## config.mk

```make
export PLATFORM = sky130hd
export DESIGN_NAME = issue_group_ckpt
export DESIGN_NICKNAME = d
export VERILOG_FILES = /design/src/rtl/gtag_pkg.sv /design/src/rtl/gtag_ring.sv /design/src/rtl/gtag_walker.sv /design/src/rtl/gtag_store.sv /design/src/rtl/issue_group_ckpt.sv
export SDC_FILE = /design/constraint.sdc
export NUM_CORES = 1
export LEC_CHECK = 0
export BUFFER_PORTS_ARGS = -buffer_cell sky130_fd_sc_hd__buf_4
export CORE_MARGIN = 1.5
export CORE_UTILIZATION = 54
export DETAILED_ROUTE_END_ITERATION = 6
export PLACE_DENSITY = 0.82
export RECOVER_POWER = 100
export SYNTH_ARGS = -nofsm -noshare
export SYNTH_HDL_FRONTEND = slang
export SYNTH_SLANG_ARGS = --single-unit
```

## constraint.sdc

```tcl
create_clock -name clk -period 6.3 [get_ports clk]
set_clock_uncertainty 0.1 [all_clocks]
set_input_delay 0.63 -clock clk [delete_from_list [all_inputs] [get_ports clk]]
set_output_delay 0.63 -clock clk [all_outputs]
set_load 0.02 [all_outputs]
```

## src/rtl/gtag_pkg.sv

```systemverilog
package gtag_pkg;

    localparam int GTAG_GROUPS_DEF = 8;
    localparam int GTAG_PREGS_DEF  = 64;

    // Actions accepted in one cycle; issue and retire may coexist.
    typedef struct packed {
        logic issue;
        logic retire;
        logic recover;
    } gtag_act_t;

    // Offset of a slot index from the ring head, modulo the ring size.
    function automatic int unsigned ring_offset(input int unsigned idx,
                                                input int unsigned head,
                                                input int unsigned size);
        return (idx + size - (head % size)) % size;
    endfunction

endpackage

```

## src/rtl/gtag_ring.sv

```systemverilog
module gtag_ring
    import gtag_pkg::*;
#(
    parameter int GROUPS = GTAG_GROUPS_DEF,
    localparam int IW = $clog2(GROUPS),
    localparam int PW = IW + 1
) (
    input  logic          clk,
    input  logic          rst,
    input  logic          issue_req,
    input  logic          retire_req,
    input  logic          recover_req,
    input  logic [IW-1:0] recover_tag,
    input  logic          walk_busy,
    output logic          grant,
    output logic [IW-1:0] tail_idx,
    output logic [IW-1:0] head_idx,
    output logic          avail,
    output gtag_act_t     act,
    output logic [PW-1:0] rec_target,
    output logic [PW-1:0] tail_ext
);

    localparam logic [PW-1:0] CAP = PW'(GROUPS);

    logic [PW-1:0] head_q, tail_q, count;
    logic [IW-1:0] off;
    logic          full, empty, live;

    assign count = tail_q - head_q;
    assign full  = (count == CAP);
    assign empty = (count == '0);

    assign off        = recover_tag - head_q[IW-1:0];
    assign live       = ({1'b0, off} < count);
    assign rec_target = head_q + PW'(off);

    assign act.recover = recover_req && !walk_busy && live;
    assign act.retire  = retire_req && !recover_req && !empty;
    assign act.issue   = issue_req && !full && !walk_busy && !recover_req;

    assign grant    = act.issue;
    assign avail    = !full && !walk_busy;
    assign tail_idx = tail_q[IW-1:0];
    assign head_idx = head_q[IW-1:0];
    assign tail_ext = tail_q;

    always_ff @(posedge clk) begin
        if (rst) begin
            head_q <= '0;
            tail_q <= '0;
        end else begin
            if (act.recover)
                tail_q <= rec_target;
            else if (act.issue)
                tail_q <= tail_q + 1'b1;
            if (act.retire)
                head_q <= head_q + 1'b1;
        end
    end

    AST_NO_OVERFLOW: assert property (@(posedge clk) disable iff (rst)
        count <= CAP);

    AST_ISSUE_ADVANCES: assert property (@(posedge clk) disable iff (rst)
        (grant && !act.retire) |=> (count == $past(count) + 1'b1));

    AST_EMPTY_RETIRE_IDLE: assert property (@(posedge clk) disable iff (rst)
        (empty && retire_req) |=> (head_q == $past(head_q)));

    AST_RECOVER_WINS: assert property (@(posedge clk) disable iff (rst)
        (recover_req && retire_req) |=> (head_q == $past(head_q)));

endmodule

```

## src/rtl/gtag_walker.sv

```systemverilog
module gtag_walker
    import gtag_pkg::*;
#(
    parameter int GROUPS = GTAG_GROUPS_DEF,
    localparam int IW = $clog2(GROUPS),
    localparam int PW = IW + 1
) (
    input  logic          clk,
    input  logic          rst,
    input  logic          start,
    input  logic [PW-1:0] first_ptr,
    input  logic [PW-1:0] stop_ptr,
    output logic          busy,
    output logic [IW-1:0] kill_tag
);

    logic [PW-1:0] ptr_q, stop_q;

    assign busy     = (ptr_q != stop_q);
    assign kill_tag = ptr_q[IW-1:0];

    always_ff @(posedge clk) begin
        if (rst) begin
            ptr_q  <= '0;
            stop_q <= '0;
        end else if (start) begin
            ptr_q  <= first_ptr;
            stop_q <= stop_ptr;
        end else if (busy) begin
            ptr_q <= ptr_q + 1'b1;
        end
    end

    AST_KILL_STEP: assert property (@(posedge clk) disable iff (rst)
        (busy && !start) |=> (!busy || kill_tag == IW'($past(kill_tag) + 1'b1)));

endmodule

```

## src/rtl/gtag_store.sv

```systemverilog
module gtag_store
    import gtag_pkg::*;
#(
    parameter int GROUPS = GTAG_GROUPS_DEF,
    parameter int PREGS  = GTAG_PREGS_DEF,
    localparam int IW = $clog2(GROUPS)
) (
    input  logic             clk,
    input  logic             wr_en,
    input  logic [IW-1:0]    wr_idx,
    input  logic [PREGS-1:0] wr_valid,
    input  logic [PREGS-1:0] wr_free,
    input  logic [IW-1:0]    free_idx,
    output logic [PREGS-1:0] free_out,
    input  logic [IW-1:0]    snap_idx,
    output logic [PREGS-1:0] snap_out
);

    logic [PREGS-1:0] valid_mem [GROUPS];
    logic [PREGS-1:0] free_mem  [GROUPS];

    for (genvar g = 0; g < GROUPS; g++) begin : g_slot
        always_ff @(posedge clk) begin
            if (wr_en && wr_idx == IW'(g)) begin
                valid_mem[g] <= wr_valid;
                free_mem[g]  <= wr_free;
            end
        end
    end

    assign free_out = free_mem[free_idx];
    assign snap_out = valid_mem[snap_idx];

endmodule

```

## src/rtl/issue_group_ckpt.sv

```systemverilog
module issue_group_ckpt
    import gtag_pkg::*;
#(
    parameter int GROUPS = GTAG_GROUPS_DEF,
    parameter int PREGS  = GTAG_PREGS_DEF,
    localparam int IW = $clog2(GROUPS),
    localparam int PW = IW + 1
) (
    input  logic             clk,
    input  logic             rst,
    input  logic             issue_req,
    input  logic [PREGS-1:0] issue_valid_vec,
    input  logic [PREGS-1:0] issue_free_vec,
    output logic             issue_grant,
    output logic [IW-1:0]    issue_tag,
    output logic             issue_avail,
    input  logic             retire_req,
    input  logic             recover_req,
    input  logic [IW-1:0]    recover_tag,
    output logic             kill_valid,
    output logic [IW-1:0]    kill_tag,
    output logic             restore_valid,
    output logic [PREGS-1:0] restore_vec,
    output logic             freed_valid,
    output logic [PREGS-1:0] freed_vec
);

    gtag_act_t        act;
    logic             walk_busy;
    logic [IW-1:0]    head_idx;
    logic [PW-1:0]    rec_target, tail_ext;
    logic [PREGS-1:0] free_rd, snap_rd;

    gtag_ring #(.GROUPS(GROUPS)) u_ring (
        .clk        (clk),
        .rst        (rst),
        .issue_req  (issue_req),
        .retire_req (retire_req),
        .recover_req(recover_req),
        .recover_tag(recover_tag),
        .walk_busy  (walk_busy),
        .grant      (issue_grant),
        .tail_idx   (issue_tag),
        .head_idx   (head_idx),
        .avail      (issue_avail),
        .act        (act),
        .rec_target (rec_target),
        .tail_ext   (tail_ext)
    );

    gtag_walker #(.GROUPS(GROUPS)) u_walk (
        .clk      (clk),
        .rst      (rst),
        .start    (act.recover),
        .first_ptr(rec_target),
        .stop_ptr (tail_ext),
        .busy     (walk_busy),
        .kill_tag (kill_tag)
    );

    gtag_store #(.GROUPS(GROUPS), .PREGS(PREGS)) u_store (
        .clk     (clk),
        .wr_en   (act.issue),
        .wr_idx  (issue_tag),
        .wr_valid(issue_valid_vec),
        .wr_free (issue_free_vec),
        .free_idx(head_idx),
        .free_out(free_rd),
        .snap_idx(recover_tag),
        .snap_out(snap_rd)
    );

    assign kill_valid = walk_busy;

    always_ff @(posedge clk) begin
        if (rst) begin
            restore_valid <= 1'b0;
            restore_vec   <= '0;
            freed_valid   <= 1'b0;
            freed_vec     <= '0;
        end else begin
            restore_valid <= act.recover;
            freed_valid   <= act.retire;
            if (act.recover) restore_vec <= snap_rd;
            if (act.retire)  freed_vec   <= free_rd;
        end
    end

    AST_RESTORE_FOLLOWS: assert property (@(posedge clk) disable iff (rst)
        act.recover |=> (restore_valid && kill_valid && kill_tag == $past(recover_tag)));

    AST_FREE_FOLLOWS: assert property (@(posedge clk) disable iff (rst)
        act.retire |=> freed_valid);

    AST_NO_GRANT_IN_KILL: assert property (@(posedge clk) disable iff (rst)
        kill_valid |-> !issue_grant);

    AST_IDLE_RESET: assert property (@(posedge clk)
        $past(rst) |-> (!kill_valid && !restore_valid && !freed_valid));

endmodule

```

# After elaboration in Yosys (flattened, before gate mapping)
# Memory sizes are Yosys's and may differ from the RTL's. A register that Yosys moved wholly into a read port is not among the register bits.
# Cells that the tools add are included.
# W data, S select, Z words.
dict set report op_classes {
  addsub 6
  order_cmp 1
  n_eq_ne 9
  muxes 62
  n_reduce_logical 38
}
# cell n
set op_table {}
lappend op_table {{$mux W64} 14}
lappend op_table {{$reduce_or A64 Y1} 14}
lappend op_table {{$mux W3} 14}
lappend op_table {{$mux W1} 30}
lappend op_table {{$logic_and A1 B1 Y1} 16}
lappend op_table {{$mux W4} 4}
lappend op_table {{$add A4 B1 Y4 const B} 3}
lappend op_table {{$eq A3 B3 Y1 const B} 4}
lappend op_table {{$eq A3 B2 Y1 const B} 2}
lappend op_table {{$add A4 B3 Y4} 1}
lappend op_table {{$eq A4 B4 Y1 const B} 1}
lappend op_table {{$logic_not A1 Y1} 4}
lappend op_table {{$logic_not A4 Y1} 1}
lappend op_table {{$lt A3 B4 Y1} 1}
lappend op_table {{$ne A4 B4 Y1} 1}
lappend op_table {{$reduce_bool A2 Y1} 2}
lappend op_table {{$sub A4 B4 Y4} 1}
lappend op_table {{$eq A3 B1 Y1 const B} 1}
lappend op_table {{$logic_not A3 Y1} 1}
lappend op_table {{$sub A3 B3 Y3} 1}
dict set report word_totals {
  register_bits 18
  ram_bits 1024
  in_bits 136
  output_inout_bits 139
  mem_count 2
}
# memory depth word_bits read_ports rd_clocked_by_memory_dff wr line_no
set mem_list {}
lappend mem_list {u_store.free_mem 8 64 1 1 1 gtag_store.sv:20} ;# logic [PREGS-1:0] free_mem [GROUPS];
lappend mem_list {u_store.valid_mem 8 64 1 1 1 gtag_store.sv:19} ;# logic [PREGS-1:0] valid_mem [GROUPS];

# Longest topological paths before layout
dict set report logic_depth {
  word_depth 17
  ltp_mapped 16
  ltp_nobuf 11
}

# By module
# From an unflattened synthesis, not the netlist that was laid out.
dict set report unflattened {
  hier_cells 2054
  area_unflattened_um2 44410.1
}
# mod instances cells_per_inst area_each_um2
set by_module_without_submodules {}
lappend by_module_without_submodules {gtag_store 1 1491 38473.1}
lappend by_module_without_submodules {issue_group_ckpt 1 416 4625.7}
lappend by_module_without_submodules {gtag_ring 1 98 850.8}
lappend by_module_without_submodules {gtag_walker 1 49 460.4}

# Least setup slack after synthesis
# OpenSTA, ideal clock, no wires.
dict set report synth_path {
  path_kind {register -> register}
  from {reg u_ring.head_q[2]}
  to {mem u_store.free_mem[0][0] (netlist name), enable pin}
  arrival_ns 5.687
  t_required_ns 5.697
  path_slack_ns 0.010
  path_stages_with_launch 10
  path_cell_list {dfxtp_1 clkbuf_1 clkbuf_1 inv_1 ha_1 xor2_1 and3_1 a311oi_2 clkbuf_1 and3_1}
}
dict set report synth_between {
  elab_chain_len 17
  elab_cells_between_ends 51
}
# element line_no
set synth_lines {}
lappend synth_lines {{start, declared} gtag_ring.sv:26} ;# logic [PW-1:0] head_q, tail_q, count;
lappend synth_lines {{start signal, assigned} gtag_ring.sv:58} ;# head_q <= head_q + 1'b1;
lappend synth_lines {{$sub A4 B4 Y4 (*)} gtag_ring.sv:30} ;# assign count = tail_q - head_q;
lappend synth_lines {{$eq A4 B4 Y1 (*)} gtag_ring.sv:31} ;# assign full = (count == CAP);
lappend synth_lines {{$logic_not A1 Y1 (*)} gtag_ring.sv:40} ;# assign act.issue = issue_req && !full && !walk_busy && !recover_req;
lappend synth_lines {{$logic_and A1 B1 Y1 (*) (3 in series)} gtag_ring.sv:40}
lappend synth_lines {{named net issue_grant} issue_group_ckpt.sv:14} ;# output logic issue_grant,
lappend synth_lines {{$logic_and A1 B1 Y1} gtag_store.sv:24} ;# if (wr_en && wr_idx == IW'(g)) begin
lappend synth_lines {{$mux W1} gtag_store.sv:24}
lappend synth_lines {{$mux W1 (implied by the code)} gtag_store.sv:26} ;# free_mem[g] <= wr_free;
lappend synth_lines {{$reduce_or A64 Y1 (no source line)} n/a}
lappend synth_lines {{$mux W3 (no source line) / $mux W1 (equally long branches) (7 in series)} n/a}
lappend synth_lines {{end, declared} gtag_store.sv:20}
# Mark *: on every way through the listed nets, which the timed path passes. The rest lies on a longest branch.

# Final worst setup path
dict set report layout_path {
  from {reg u_ring.head_q[1]}
  to {reg restore_vec[43], read port of u_store.valid_mem}
}
dict set report layout_between {
  elab_chain_len 3
  elab_cells_between_ends 4
}
# element line_no
set layout_lines {}
lappend layout_lines {{$sub A4 B4 Y4 / $sub A3 B3 Y3 (equally long branches)} {gtag_ring.sv:30, gtag_ring.sv:34}}
lappend layout_lines {{$lt A3 B4 Y1 (*)} gtag_ring.sv:35} ;# assign live = ({1'b0, off} < count);
lappend layout_lines {{$logic_and A1 B1 Y1 (*)} gtag_ring.sv:38} ;# assign act.recover = recover_req && !walk_busy && live;
lappend layout_lines {{end, declared} issue_group_ckpt.sv:23} ;# output logic [PREGS-1:0] restore_vec,
# Mark *: on every way between the ends. The rest lies on a longest branch, timed or not.
# A chain may end at the register's enable or synchronous reset.

==> metrics.md <==
| Metric | Value |
|---|---|
| Outcome | `finished, violations left` |
| Failing checks | `capacitance limit, slew limit` |
| Vias in the first global route | `22926` |
| Post-synth EDFFs | `1024` |
| CP endpoint kind | `flop` |
| Antenna-violating nets left | `0` |
| Period Utilization, post-route | `82.6%` |
| Clock period minus worst slack | `5.20 ns` |
| Maxcap violations | `3` |
| Post-CTS setup buffers | `0` |
| Drt via density | `6.13` |
| Die height | `287 um` |
| Crit path cell chain | `inv_2 > clkbuf_2 > fa_1 > xnor2_1 > xnor2_1 > ha_1 > a21oi_1 > o211a_4 > buf_12 > nor2_1 > a211oi_1` |
| Mapped Avg Cell Area | `20.5 um2` |
| Worst-margin pin slew | `3.18 ns` |
| Setup WS pre-CTS | `1.82 ns` |
| Post-synth net total | `2277` |
| Final worst setup slack | `1.10 ns` |
| Unrepaired setup endpoints after global routing | `no` |
| CP arrival | `5.67 ns` |
| CP startpoint | `u_ring.head_q[1]` |
| Crit path launch type | `flop` |
| LEAKAGE | `15.5 nW` |
| Detailed placement HPWL | `53.2 mm` |
| Routability cong. | `0.844` |
| Top cell type's share of synthesized area | `70.6%` |
| Avg WL per Cell | `27.7 um` |
| Total clock sinks | `1170` |
| Share of layout cells above drive strength 1 | `19.2%` |
| Setup_tns | `0 ns` |
| 1st-iter DRT viols | `2290` |
| Largest net degree at the start of global routing | `135` |
| CP most frequent cell | `xnor2_1` |
| Worst path slowest cell | `clkbuf_2` |
| Core box area | `79400 um2` |
| CTS resizes | `0` |
| Pwr per Cell Area | `398 nW/um2` |
| Drt total wl | `98.8 mm` |
| H-Tree Depth | `3` |
| Peak supply drop | `0.285 mV` |
| Initial Util | `54.9%` |
| Post-synth ARST share | `0%` |
| Hold EP | `u_store.free_mem[0][9]` |
| Die X | `287 um` |
| Setup violators final | `0` |
| Gr usage total | `23.8%` |
| Insertion delay to the later sink of the worst-skew pair | `0.69 ns` |
| CTS Root Cell | `clkbuf_16` |
| Hold Path Depth | `1` |
| Register bit total from synthesis | `1170` |
| Critical path's largest stage delay | `1.01 ns` |
| CTS Buffer Depth | `3` |
| Total die area | `82400 um2` |
| Drt first pass iters | `5` |
| Maximum clock rate | `0.192 GHz` |
| Reg-to-reg startpoint | `u_ring.head_q[1]` |
| Reg-to-reg endpoint | `restore_vec[43]` |
| Drt drc | `0` |
| Area grow syn2layout | `13.7%` |
| Pins Over Slew Limit | `218` |
| Mapped cell area | `43600 um2` |
| Port buffer count | `274` |
| Crit path max fanout | `81` |
| Most used DFF post-synth | `edfxtp_1` |
| CTS clk-pin slew, worst paths | `0.07 ns` |
| Synth Warn # | `0` |
| Fillers | `5304` |
| Final #Nets | `2560` |
| Reg2reg setup slack | `1.10 ns` |
| Initial antenna violation count | `25` |
| Hold Vio Cnt, Final | `0` |
| Area contributors post-synth | `edfxtp_1 (71%), mux4_2 (13%), dfxtp_1 (6.7%), mux2i_1 (1.6%), a311oi_1 (1.3%)` |
| # rows | `103` |
| Post-Syn Instances | `2122` |
| Slew headroom | `-112%` |
| CTS tree | `built` |
| Total clock buffers created by CTS | `107` |
| Post-synthesis sequential area ratio | `77.3%` |
| Vias | `21875` |
| I/O pin count | `275` |
| Hold Crit Class | `input pin to flop` |
| Worst r2r path cells | `11` |
| Yosys cell types | `34` |
| Setup CP Type | `flop to flop` |
| Synth area leader | `edfxtp_1` |
| Worst path required time | `6.76 ns` |
| Grt total ovfl | `0` |
| HP Start | `issue_free_vec[9]` |
| Fin util | `62.4%` |
| Post-CTS Hold Buffers | `0` |
| Global-route wire length before repair | `145 mm` |
-- Yosys cell counts (all sizes together), types with 3 or more instances --
cell and count:
nor2 140, dfxtp 146, mux2i 69, clkbuf 71, ha 16, mux4 256
xnor2 14, fa 3, a311oi 66, and3 7, edfxtp 1024, a21o 4
nand2 134, a211oi 66, nand4 4, xor2 6, inv 9, buf 60
a21oi 12
-- critical path: cells and delay by family, from the launching register on --
kind	cells	cell delay, ns
buf+inv	3	1.47
compound gates	3	1.26
fa+ha+maj	2	1.19
flops	1	0.53
xor+xnor	2	0.38
simple gates	1	0.11
-- cell families after synthesis --
logic type / share of synthesized area (%)
muxes: 14.8
adders and majority gates: 0.597
buffers and inverters: 1.41
xor gates and xnor gates: 0.402
AOI/OAI and AO/OA: 2.80
DFF: 77.3
and+or+nand+nor: 2.67
-- cell usage in the layout (no fill, tap or decap), types with 2 or more instances in the layout --
master / Yosys / routed
inv_1: 9 / 8
clkbuf_8: 0 / 14
nand2b_1: 2 / 2
dfxtp_1: 146 / 144
dfxtp_4: 0 / 2
fa_1: 3 / 3
mux2i_1: 69 / 69
bufinv_16: 0 / 14
ha_1: 16 / 16
edfxtp_1: 1024 / 1024
clkinv_2: 0 / 19
and3_4: 0 / 6
buf_12: 0 / 12
o211ai_1: 2 / 2
mux4_2: 256 / 256
clkinvlp_4: 0 / 7
nand3_1: 2 / 2
nand4_1: 3 / 4
clkbuf_16: 0 / 108
xnor2_1: 14 / 14
diode_2: 0 / 18
clkinv_1: 0 / 9
a211oi_1: 66 / 66
nand2_1: 134 / 134
xor2_1: 6 / 6
a21o_1: 4 / 4
clkbuf_1: 71 / 289
inv_6: 0 / 5
a21oi_1: 12 / 12
inv_16: 0 / 2
clkbuf_2: 0 / 3
a311oi_1: 64 / 65
buf_4: 7 / 24
nor2_1: 140 / 140
-- report_power, final --
group	internal, mW	leakage (nW)	switching, mW
clock network	3.91	1.80	2.83
logic	1.35	3.32	2.12
registers	9.11	10.4	0.409
-- cell type report --
class	instances	area (um2)	area share [%]
Multi-Input combinational cell	812	9310	18.8
Sequential cell	1170	33700	68.0
Clock inverter	59	741	1.50
Antenna cell	18	45.0	0.0909
Clock buffer	145	2970	6.00
Timing Repair Buffer	305	1440	2.91
Inverter	9	33.8	0.0682
Tap cell	1050	1310	2.65
-- routing by layer --
| metal | track usage, % | routed length, um | vias to the layer above |
|---|---|---|---|
| met5 | 0 | 125 | - |
| met4 | 9.09 | 2830 | 18 |
| li1 | - | - | 9217 |
| met2 | 39.7 | 50600 | 1069 |
| met1 | 31.2 | 37500 | 11400 |
| met3 | 4.87 | 7700 | 171 |
-- registers in the layout, indices dropped and copies added (netlist names) --
| signal | flops |
|---|---|
| u_store.valid_mem | 512 |
| restore_valid | 1 |
| u_ring.head_q | 4 |
| u_store.free_mem | 512 |
| restore_vec | 64 |
| freed_vec | 64 |
| u_walk.stop_q | 4 |
| u_walk.ptr_q | 4 |
| u_ring.tail_ext | 4 |
| freed_valid | 1 |
-- worst max-delay path by stage --
| stage | end | depth (start not counted) |
|---|---|---|
| after floorplan | u_store.free_mem[0][0] | 9 |
| after global placement | u_walk.stop_q[2] | 12 |
| after detailed placement | restore_vec[40] | 12 |
| after CTS | u_store.valid_mem[3][43] | 6 |
| after global routing | u_store.valid_mem[7][43] | 6 |
| final | restore_vec[43] | 11 |
-- through the flow --
step | std cells | hold slack, ns | area (um2) | total power [mW]
after floorplan | 2122 | 0.382 | 43600 | 12.0
after global placement | 3346 | 0.385 | 46800 | 13.2
after detailed placement | 3346 | 0.392 | 46800 | 13.3
after CTS | 3550 | 0.0485 | 50500 | 20.1
after global routing | 3566 | 0.190 | 49500 | 20.4
final | 3568 | 0.197 | 49500 | 19.7
Note: power is estimated with default switching activity, not from simulation.
